<file path="config.mk">
export PLATFORM = sky130hd
export DESIGN_NAME = cmp_timer
export DESIGN_NICKNAME = d
export VERILOG_FILES = /design/src/rtl/ct_pkg.sv /design/src/rtl/ct_rst_sync.sv /design/src/rtl/ct_counter.sv /design/src/rtl/ct_cmp_reg.sv /design/src/rtl/ct_stage_buf.sv /design/src/rtl/cmp_timer.sv
export SDC_FILE = /design/constraint.sdc
export NUM_CORES = 1
export LEC_CHECK = 0
export ABC_AREA = 1
export BUFFER_PORTS_ARGS = -buffer_cell sky130_fd_sc_hd__buf_2
export CORE_MARGIN = 2
export CORE_UTILIZATION = 40
export CTS_BUF_LIST = sky130_fd_sc_hd__clkbuf_4 sky130_fd_sc_hd__clkbuf_8
export DETAILED_ROUTE_END_ITERATION = 7
export PLACE_DENSITY = 0.57
export SLEW_MARGIN = 20
export SYNTH_ARGS = -nofsm -noshare
export SYNTH_HDL_FRONTEND = slang
export SYNTH_SLANG_ARGS = --single-unit
</file>
<file path="constraint.sdc">
create_clock -name clk -period 1.85 [get_ports clk]
set_input_delay 0.185 -clock clk [delete_from_list [all_inputs] [get_ports clk]]
set_output_delay 0.185 -clock clk [all_outputs]
set_load 0.1 [all_outputs]
</file>
<file path="src/rtl/ct_pkg.sv">
package ct_pkg;
  localparam int NUM_CMP    = 2;
  localparam int MID_IDX    = 0;
  localparam int PERIOD_IDX = 1;

  typedef enum logic {
    SEL_MID    = 1'b0,
    SEL_PERIOD = 1'b1
  } cmp_sel_e;
endpackage

</file>
<file path="src/rtl/ct_rst_sync.sv">
module ct_rst_sync (
  input  logic clk,
  input  logic rst_n,
  output logic rst_sync_n
);
  logic [1:0] sync_q;

  always_ff @(posedge clk or negedge rst_n) begin
    if (!rst_n) sync_q <= '0;
    else        sync_q <= {sync_q[0], 1'b1};
  end

  assign rst_sync_n = sync_q[1];
endmodule

</file>
<file path="src/rtl/ct_counter.sv">
module ct_counter #(
  parameter int W = 16
) (
  input  logic         clk,
  input  logic         rst_n,
  input  logic         run,
  input  logic         clr,
  output logic [W-1:0] cnt
);
  logic [W-1:0] cnt_q, cnt_d;

  always_comb begin
    if (!run)     cnt_d = '0;
    else if (clr) cnt_d = '0;
    else          cnt_d = cnt_q + 1'b1;
  end

  always_ff @(posedge clk or negedge rst_n) begin
    if (!rst_n) cnt_q <= '0;
    else        cnt_q <= cnt_d;
  end

  assign cnt = cnt_q;
endmodule

</file>
<file path="src/rtl/ct_cmp_reg.sv">
module ct_cmp_reg #(
  parameter int W = 16,
  localparam int H = W / 2
) (
  input  logic         clk,
  input  logic         rst_n,
  input  logic         wr_en,
  input  logic         wr_hi,
  input  logic [H-1:0] wr_data,
  input  logic         ld_en,
  input  logic [W-1:0] ld_val,
  output logic [W-1:0] val,
  output logic         arm
);
  logic [H-1:0] lo_hold_q, lo_hold_d;
  logic [W-1:0] val_q, val_d;
  logic         lo_seen_q, lo_seen_d;
  logic         arm_q, arm_d;
  logic         lo_en, val_en;

  always_comb begin
    lo_hold_d = lo_hold_q;
    lo_seen_d = lo_seen_q;
    val_d     = val_q;
    arm_d     = arm_q;
    lo_en     = 1'b0;
    val_en    = 1'b0;
    if (ld_en) begin
      val_d  = ld_val;
      arm_d  = 1'b1;
      val_en = 1'b1;
    end
    if (wr_en && !wr_hi) begin
      lo_hold_d = wr_data;
      lo_seen_d = 1'b1;
      lo_en     = 1'b1;
    end
    if (wr_en && wr_hi && lo_seen_q) begin
      val_d  = {wr_data, lo_hold_q};
      arm_d  = 1'b1;
      val_en = 1'b1;
    end
  end

  always_ff @(posedge clk or negedge rst_n) begin
    if (!rst_n) begin
      lo_seen_q <= 1'b0;
      arm_q     <= 1'b0;
    end else begin
      lo_seen_q <= lo_seen_d;
      arm_q     <= arm_d;
    end
  end

  always_ff @(posedge clk) begin
    if (lo_en)  lo_hold_q <= lo_hold_d;
    if (val_en) val_q     <= val_d;
  end

  assign val = val_q;
  assign arm = arm_q;
endmodule

</file>
<file path="src/rtl/ct_stage_buf.sv">
module ct_stage_buf #(
  parameter int W = 16,
  localparam int H = W / 2
) (
  input  logic         clk,
  input  logic         rst_n,
  input  logic         wr_en,
  input  logic         wr_hi,
  input  logic [H-1:0] wr_data,
  input  logic         xfer_req,
  output logic         xfer,
  output logic [W-1:0] buf_val
);
  logic [H-1:0] lo_q, hi_q;
  logic         flo_q, flo_d, fhi_q, fhi_d;
  logic         lo_en, hi_en;

  assign xfer  = xfer_req && flo_q && fhi_q;
  assign lo_en = wr_en && !wr_hi;
  assign hi_en = wr_en && wr_hi;

  always_comb begin
    flo_d = flo_q;
    fhi_d = fhi_q;
    if (xfer) begin
      flo_d = 1'b0;
      fhi_d = 1'b0;
    end
    if (lo_en) flo_d = 1'b1;
    if (hi_en) fhi_d = 1'b1;
  end

  always_ff @(posedge clk or negedge rst_n) begin
    if (!rst_n) begin
      flo_q <= 1'b0;
      fhi_q <= 1'b0;
    end else begin
      flo_q <= flo_d;
      fhi_q <= fhi_d;
    end
  end

  always_ff @(posedge clk) begin
    if (lo_en) lo_q <= wr_data;
    if (hi_en) hi_q <= wr_data;
  end

  assign buf_val = {hi_q, lo_q};
endmodule

</file>
<file path="src/rtl/cmp_timer.sv">
module cmp_timer import ct_pkg::*; #(
  parameter int CNT_W = 16,
  localparam int HALF_W = CNT_W / 2
) (
  input  logic              clk,
  input  logic              rst_n,
  input  logic              run_i,
  input  logic              dbuf_en_i,
  input  logic              wr_en_i,
  input  logic              wr_sel_i,
  input  logic              wr_hi_i,
  input  logic [HALF_W-1:0] wr_data_i,
  output logic [CNT_W-1:0]  count_o,
  output logic [NUM_CMP-1:0] match_o
);
  logic               rst_sync_n;
  logic [CNT_W-1:0]   cnt;
  logic [CNT_W-1:0]   cmp_val [NUM_CMP];
  logic [NUM_CMP-1:0] cmp_arm;
  logic [NUM_CMP-1:0] hit;
  logic               buf_wr, buf_xfer;
  logic [CNT_W-1:0]   buf_val;
  logic [CNT_W-1:0]   cmp0_val;
  logic               cmp0_arm, cmp1_arm;

  ct_rst_sync u_rst (
    .clk        (clk),
    .rst_n      (rst_n),
    .rst_sync_n (rst_sync_n)
  );

  ct_counter #(.W(CNT_W)) u_cnt (
    .clk   (clk),
    .rst_n (rst_sync_n),
    .run   (run_i),
    .clr   (hit[PERIOD_IDX]),
    .cnt   (cnt)
  );

  assign buf_wr = wr_en_i && (wr_sel_i == SEL_MID) && dbuf_en_i;

  ct_stage_buf #(.W(CNT_W)) u_buf (
    .clk      (clk),
    .rst_n    (rst_sync_n),
    .wr_en    (buf_wr),
    .wr_hi    (wr_hi_i),
    .wr_data  (wr_data_i),
    .xfer_req (hit[PERIOD_IDX] && dbuf_en_i),
    .xfer     (buf_xfer),
    .buf_val  (buf_val)
  );

  for (genvar i = 0; i < NUM_CMP; i++) begin : g_cmp
    logic             dir_wr;
    logic             ld;
    logic [CNT_W-1:0] ld_val;
    if (i == MID_IDX) begin : g_buffered
      assign dir_wr = wr_en_i && (wr_sel_i == SEL_MID) && !dbuf_en_i;
      assign ld     = buf_xfer;
      assign ld_val = buf_val;
    end else begin : g_direct
      assign dir_wr = wr_en_i && (wr_sel_i == SEL_PERIOD);
      assign ld     = 1'b0;
      assign ld_val = '0;
    end

    ct_cmp_reg #(.W(CNT_W)) u_reg (
      .clk     (clk),
      .rst_n   (rst_sync_n),
      .wr_en   (dir_wr),
      .wr_hi   (wr_hi_i),
      .wr_data (wr_data_i),
      .ld_en   (ld),
      .ld_val  (ld_val),
      .val     (cmp_val[i]),
      .arm     (cmp_arm[i])
    );

    assign hit[i] = run_i && cmp_arm[i] && (cnt == cmp_val[i]);
  end

  assign cmp0_val = cmp_val[MID_IDX];
  assign cmp0_arm = cmp_arm[MID_IDX];
  assign cmp1_arm = cmp_arm[PERIOD_IDX];
  assign count_o  = cnt;
  assign match_o  = hit;
endmodule

</file>
==> results.py <==
metrics = {
    "yosys": {
        "synth_flop_cell": "edfxtp_1",
        "synth_fp_nets": 387,
        "syn_inst": 371,
        "ys_warn_count": 0,
        "syn_area_per_cell_um2": 10.77,
        "synth_common_cells": "nand2_1 (80), edfxtp_1 (64), inv_1 (48), nor2_1 (32), dfrtp_1 (24)",
        "yosysUniqueCellTypes": 34,
        "netlist.area_leader.share_pct": 48.12,
        "seq_area_frac_synth_pct": 63.16,
        "synthTopCellsByArea": "edfxtp_1 (48%), dfrtp_1 (15%), nand2_1 (7.5%)",
        "synth-edff-count": 64,
        "syn_area_um2": 3994,
        "yosys.area.top_type": "edfxtp_1",
        "yosysMostFrequentCell": "nand2_1",
        "synth_async_sr_flop_share_pct": 27.27,
        "synth_seq_cells": 88,
    },
    "floorplanning": {
        "boundaryPins": 33,
        "core_area_um2": 9729,
        "fp.dieW_um": 103.9,
        "rows": 36,
        "die_y_um": 103.9,
        "die_area_um2": 10800,
        "start_util_pct": 41.05,
    },
    "power": {
        "p_sw_w": 0.0008721,
        "comb_power_share_pct": 7.2,
        "pwr-share-clk_pct": 34.7,
        "powerDensity_nw_per_um2": 746.9,
        "pwr-share-seq_pct": 58.1,
        "internal-power_w": 0.002934,
        "switching_share_pct": 22.91,
        "ir_drop_v": 0.0004233,
        "total_leakage_power_nw": 2.079,
    },
    "clock_tree": {
        "numCtsBuffers": 9,
        "htreeDepth": 3,
        "clk_pin_slew_ns": 0.09,
        "cts.sinks": 88,
        "cts_root_buf": "clkbuf_8",
        "cts_tree": "done",
        "clk_path_buf_depth": 2,
        "clk_latency_ns": 0.35,
    },
    "cells_and_area": {
        "drive_above_1_share_pct": 42.16,
        "multiInputGateArea_um2": 1428,
        "fillers": 892,
        "design_area_um2": 5096,
        "postLayoutCoreUtil_pct": 52.38,
        "syn_to_final_growth_pct": 27.60,
        "final-seq-area_um2": 2577,
        "nets": 464,
        "antenna_cells": 0,
    },
    "critical_path": {
        "cp_max_fo": 4,
        "cp-end-kind": "primary output",
        "critPathArrivalTime_ns": 1.85,
        "start_kind": "flop",
        "worstSetupPathType": "flop to primary output",
        "required_ns": 1.66,
        "r2r_setup_slack_ns": -0.08,
    },
    "sta": {
        "slew_violations": 0,
        "setup_slack_ns": -0.1897,
        "setup-violations-final": 19,
        "fin_crit_ns": 2.040,
        "min_period_over_period_pct": 110.3,
        "max_freq_mhz": 490.3,
        "clock_skew_ns": 0.01380,
        "rsz0062_at_grt": "true",
        "finalHoldViolCount": 0,
    },
    "global_routing": {
        "first_global_vias": 2848,
        "grt_usage_pct": 17.96,
        "grt_start_max_net_pins": 23,
        "grt_first_pass_wirelength_mm": 14.84,
        "overflow": 0,
        "antenna_found_initial": 0,
    },
    "status": {
        "violations": "negative setup slack",
        "status": "finished with violations",
    },
    "place": {
        "io_buffers": 32,
        "placed_area_um2": 4509,
        "gp_congestion": 0.8524,
        "dp_hpwl_mm": 6.407,
    },
    "drt": {
        "drcViolationCount": 0,
        "dr.pass1.iters": 4,
        "routed_wl_mm": 9.212,
        "avgRoutedWirePerCell_um": 15.72,
        "drt_iter0_drc": 138,
        "vias_per_cell": 4.852,
        "vias": 2843,
        "final_antenna_net_count": 0,
    },
    "flow_run": {
        "max_cap_violations": 0,
    },
    "min_path": {
        "hold_path_class": "input pin to flop",
    },
}
==> area by class of cell <==
type	instances	share of cell area [%]
flip-flops and latches	88	50.58
multi-input cells	226	28.01
repair buffers	69	9.968
inverters	54	4.321
well taps	133	3.265
clock buffers	11	2.725
clock inverters	5	1.129
==> through the flow <==
step / worst slack, ns / hold slack [ns] / TNS (ns) / total power, W / cells
final: -0.1897 / 0.08235 / -1.445 / 0.003806 / 586
after global routing: -0.2718 / 0.08110 / -2.798 / 0.003956 / 586
after CTS: -0.2284 / 0.07011 / -0.4173 / 0.003840 / 580
after detailed placement: -0.02357 / -0.02784 / -0.3696 / 0.002498 / 547
after global placement: -0.007265 / -0.02997 / -0.1131 / 0.002493 / 547
after floorplan: -0.09435 / -0.1106 / -1.518 / 0.002408 / 371
==> layout by cell type (no fill, tap or decap), types with 12 or more instances in the layout <==
master and count:
nand2_1 65, edfxtp_1 64, inv_1 39, buf_2 30, buf_4 26, nor2_1 25, nor2_2 17, mux2_2 16
nand2_2 15, nand3_1 14, dfrtp_4 14, xor2_1 12
==> worst paths after layout <==
check	from	endpoint	cells after the start
max	u_cnt.cnt[11]	match_o[1]	6
min	wr_data_i[5]	u_buf.hi_q[5]	1
max reg2reg	u_cnt.cnt[9]	g_cmp[0].u_reg.val[8]	11
min reg2reg	u_rst.sync_q[1]	u_cnt.cnt[3]	1
max in group asynchronous	u_rst.sync_q[1]	u_cnt.cnt[15]	1
min in group asynchronous	rst_n	u_rst.sync_q[1]	2
==> layer usage <==
layer,wire length [µm],global-route usage (%),vias up,share of wire [%]
met1,4176,23.91,1391,45
met3,306,3.571,14,3.3
li1,-,-,1388,-
met2,4576,29.51,50,50
met5,0,0,-,0
met4,153,6.081,0,1.7
==> registers in the layout, indices dropped and copies added, names as in the netlist <==
signal / flops
u_buf.fhi_q: 1
u_buf.hi_q: 8
g_cmp.u_reg.lo_hold_q: 16
u_rst.sync_q: 2
g_cmp.u_reg.lo_seen_q: 2
u_cnt.cnt: 16
u_buf.flo_q: 1
g_cmp.u_reg.val: 32
u_buf.lo_q: 8
g_cmp.u_reg.arm: 2
==> critical path: stages (launching register included) <==
cell and delay [ns]:
dfrtp_4 0.50, inv_4 0.08, or2_4 0.12, nand4_1 0.08, or3b_4 0.42, nor2_4 0.12
buf_12 0.18
==> logic make-up after synthesis <==
kind of cell / after synthesis / share of synthesized area [%]
mux: 16 / 4.511
flops: 88 / 63.16
simple gates: 178 / 20.55
xor+xnor: 12 / 2.632
fa+ha+maj: 1 / 0.3132
other cells: 1 / 0.09389
compound gates: 17 / 2.506
buf+inv: 58 / 6.234
==> repair_timing <==
action,CTS,global route
gates cloned,1,0
buffers inserted,15,7
pin swaps,12,12
hold buffers,1,0
hold endpoints to repair,2,0
setup endpoints to repair,18,25
resized for setup,25,38
==> power by group through the flow <==
stage	sequential, W	clock [W]	combinational, W
global placement	0.00225	0	0.000239
finish	0.00221	0.00132	0.000276
floorplan	0.00229	0	0.000114
CTS	0.00221	0.00137	0.000264
global route	0.00222	0.00143	0.000305
detailed placement	0.00226	0	0.000243
Note: power is estimated with default switching activity, not from simulation.
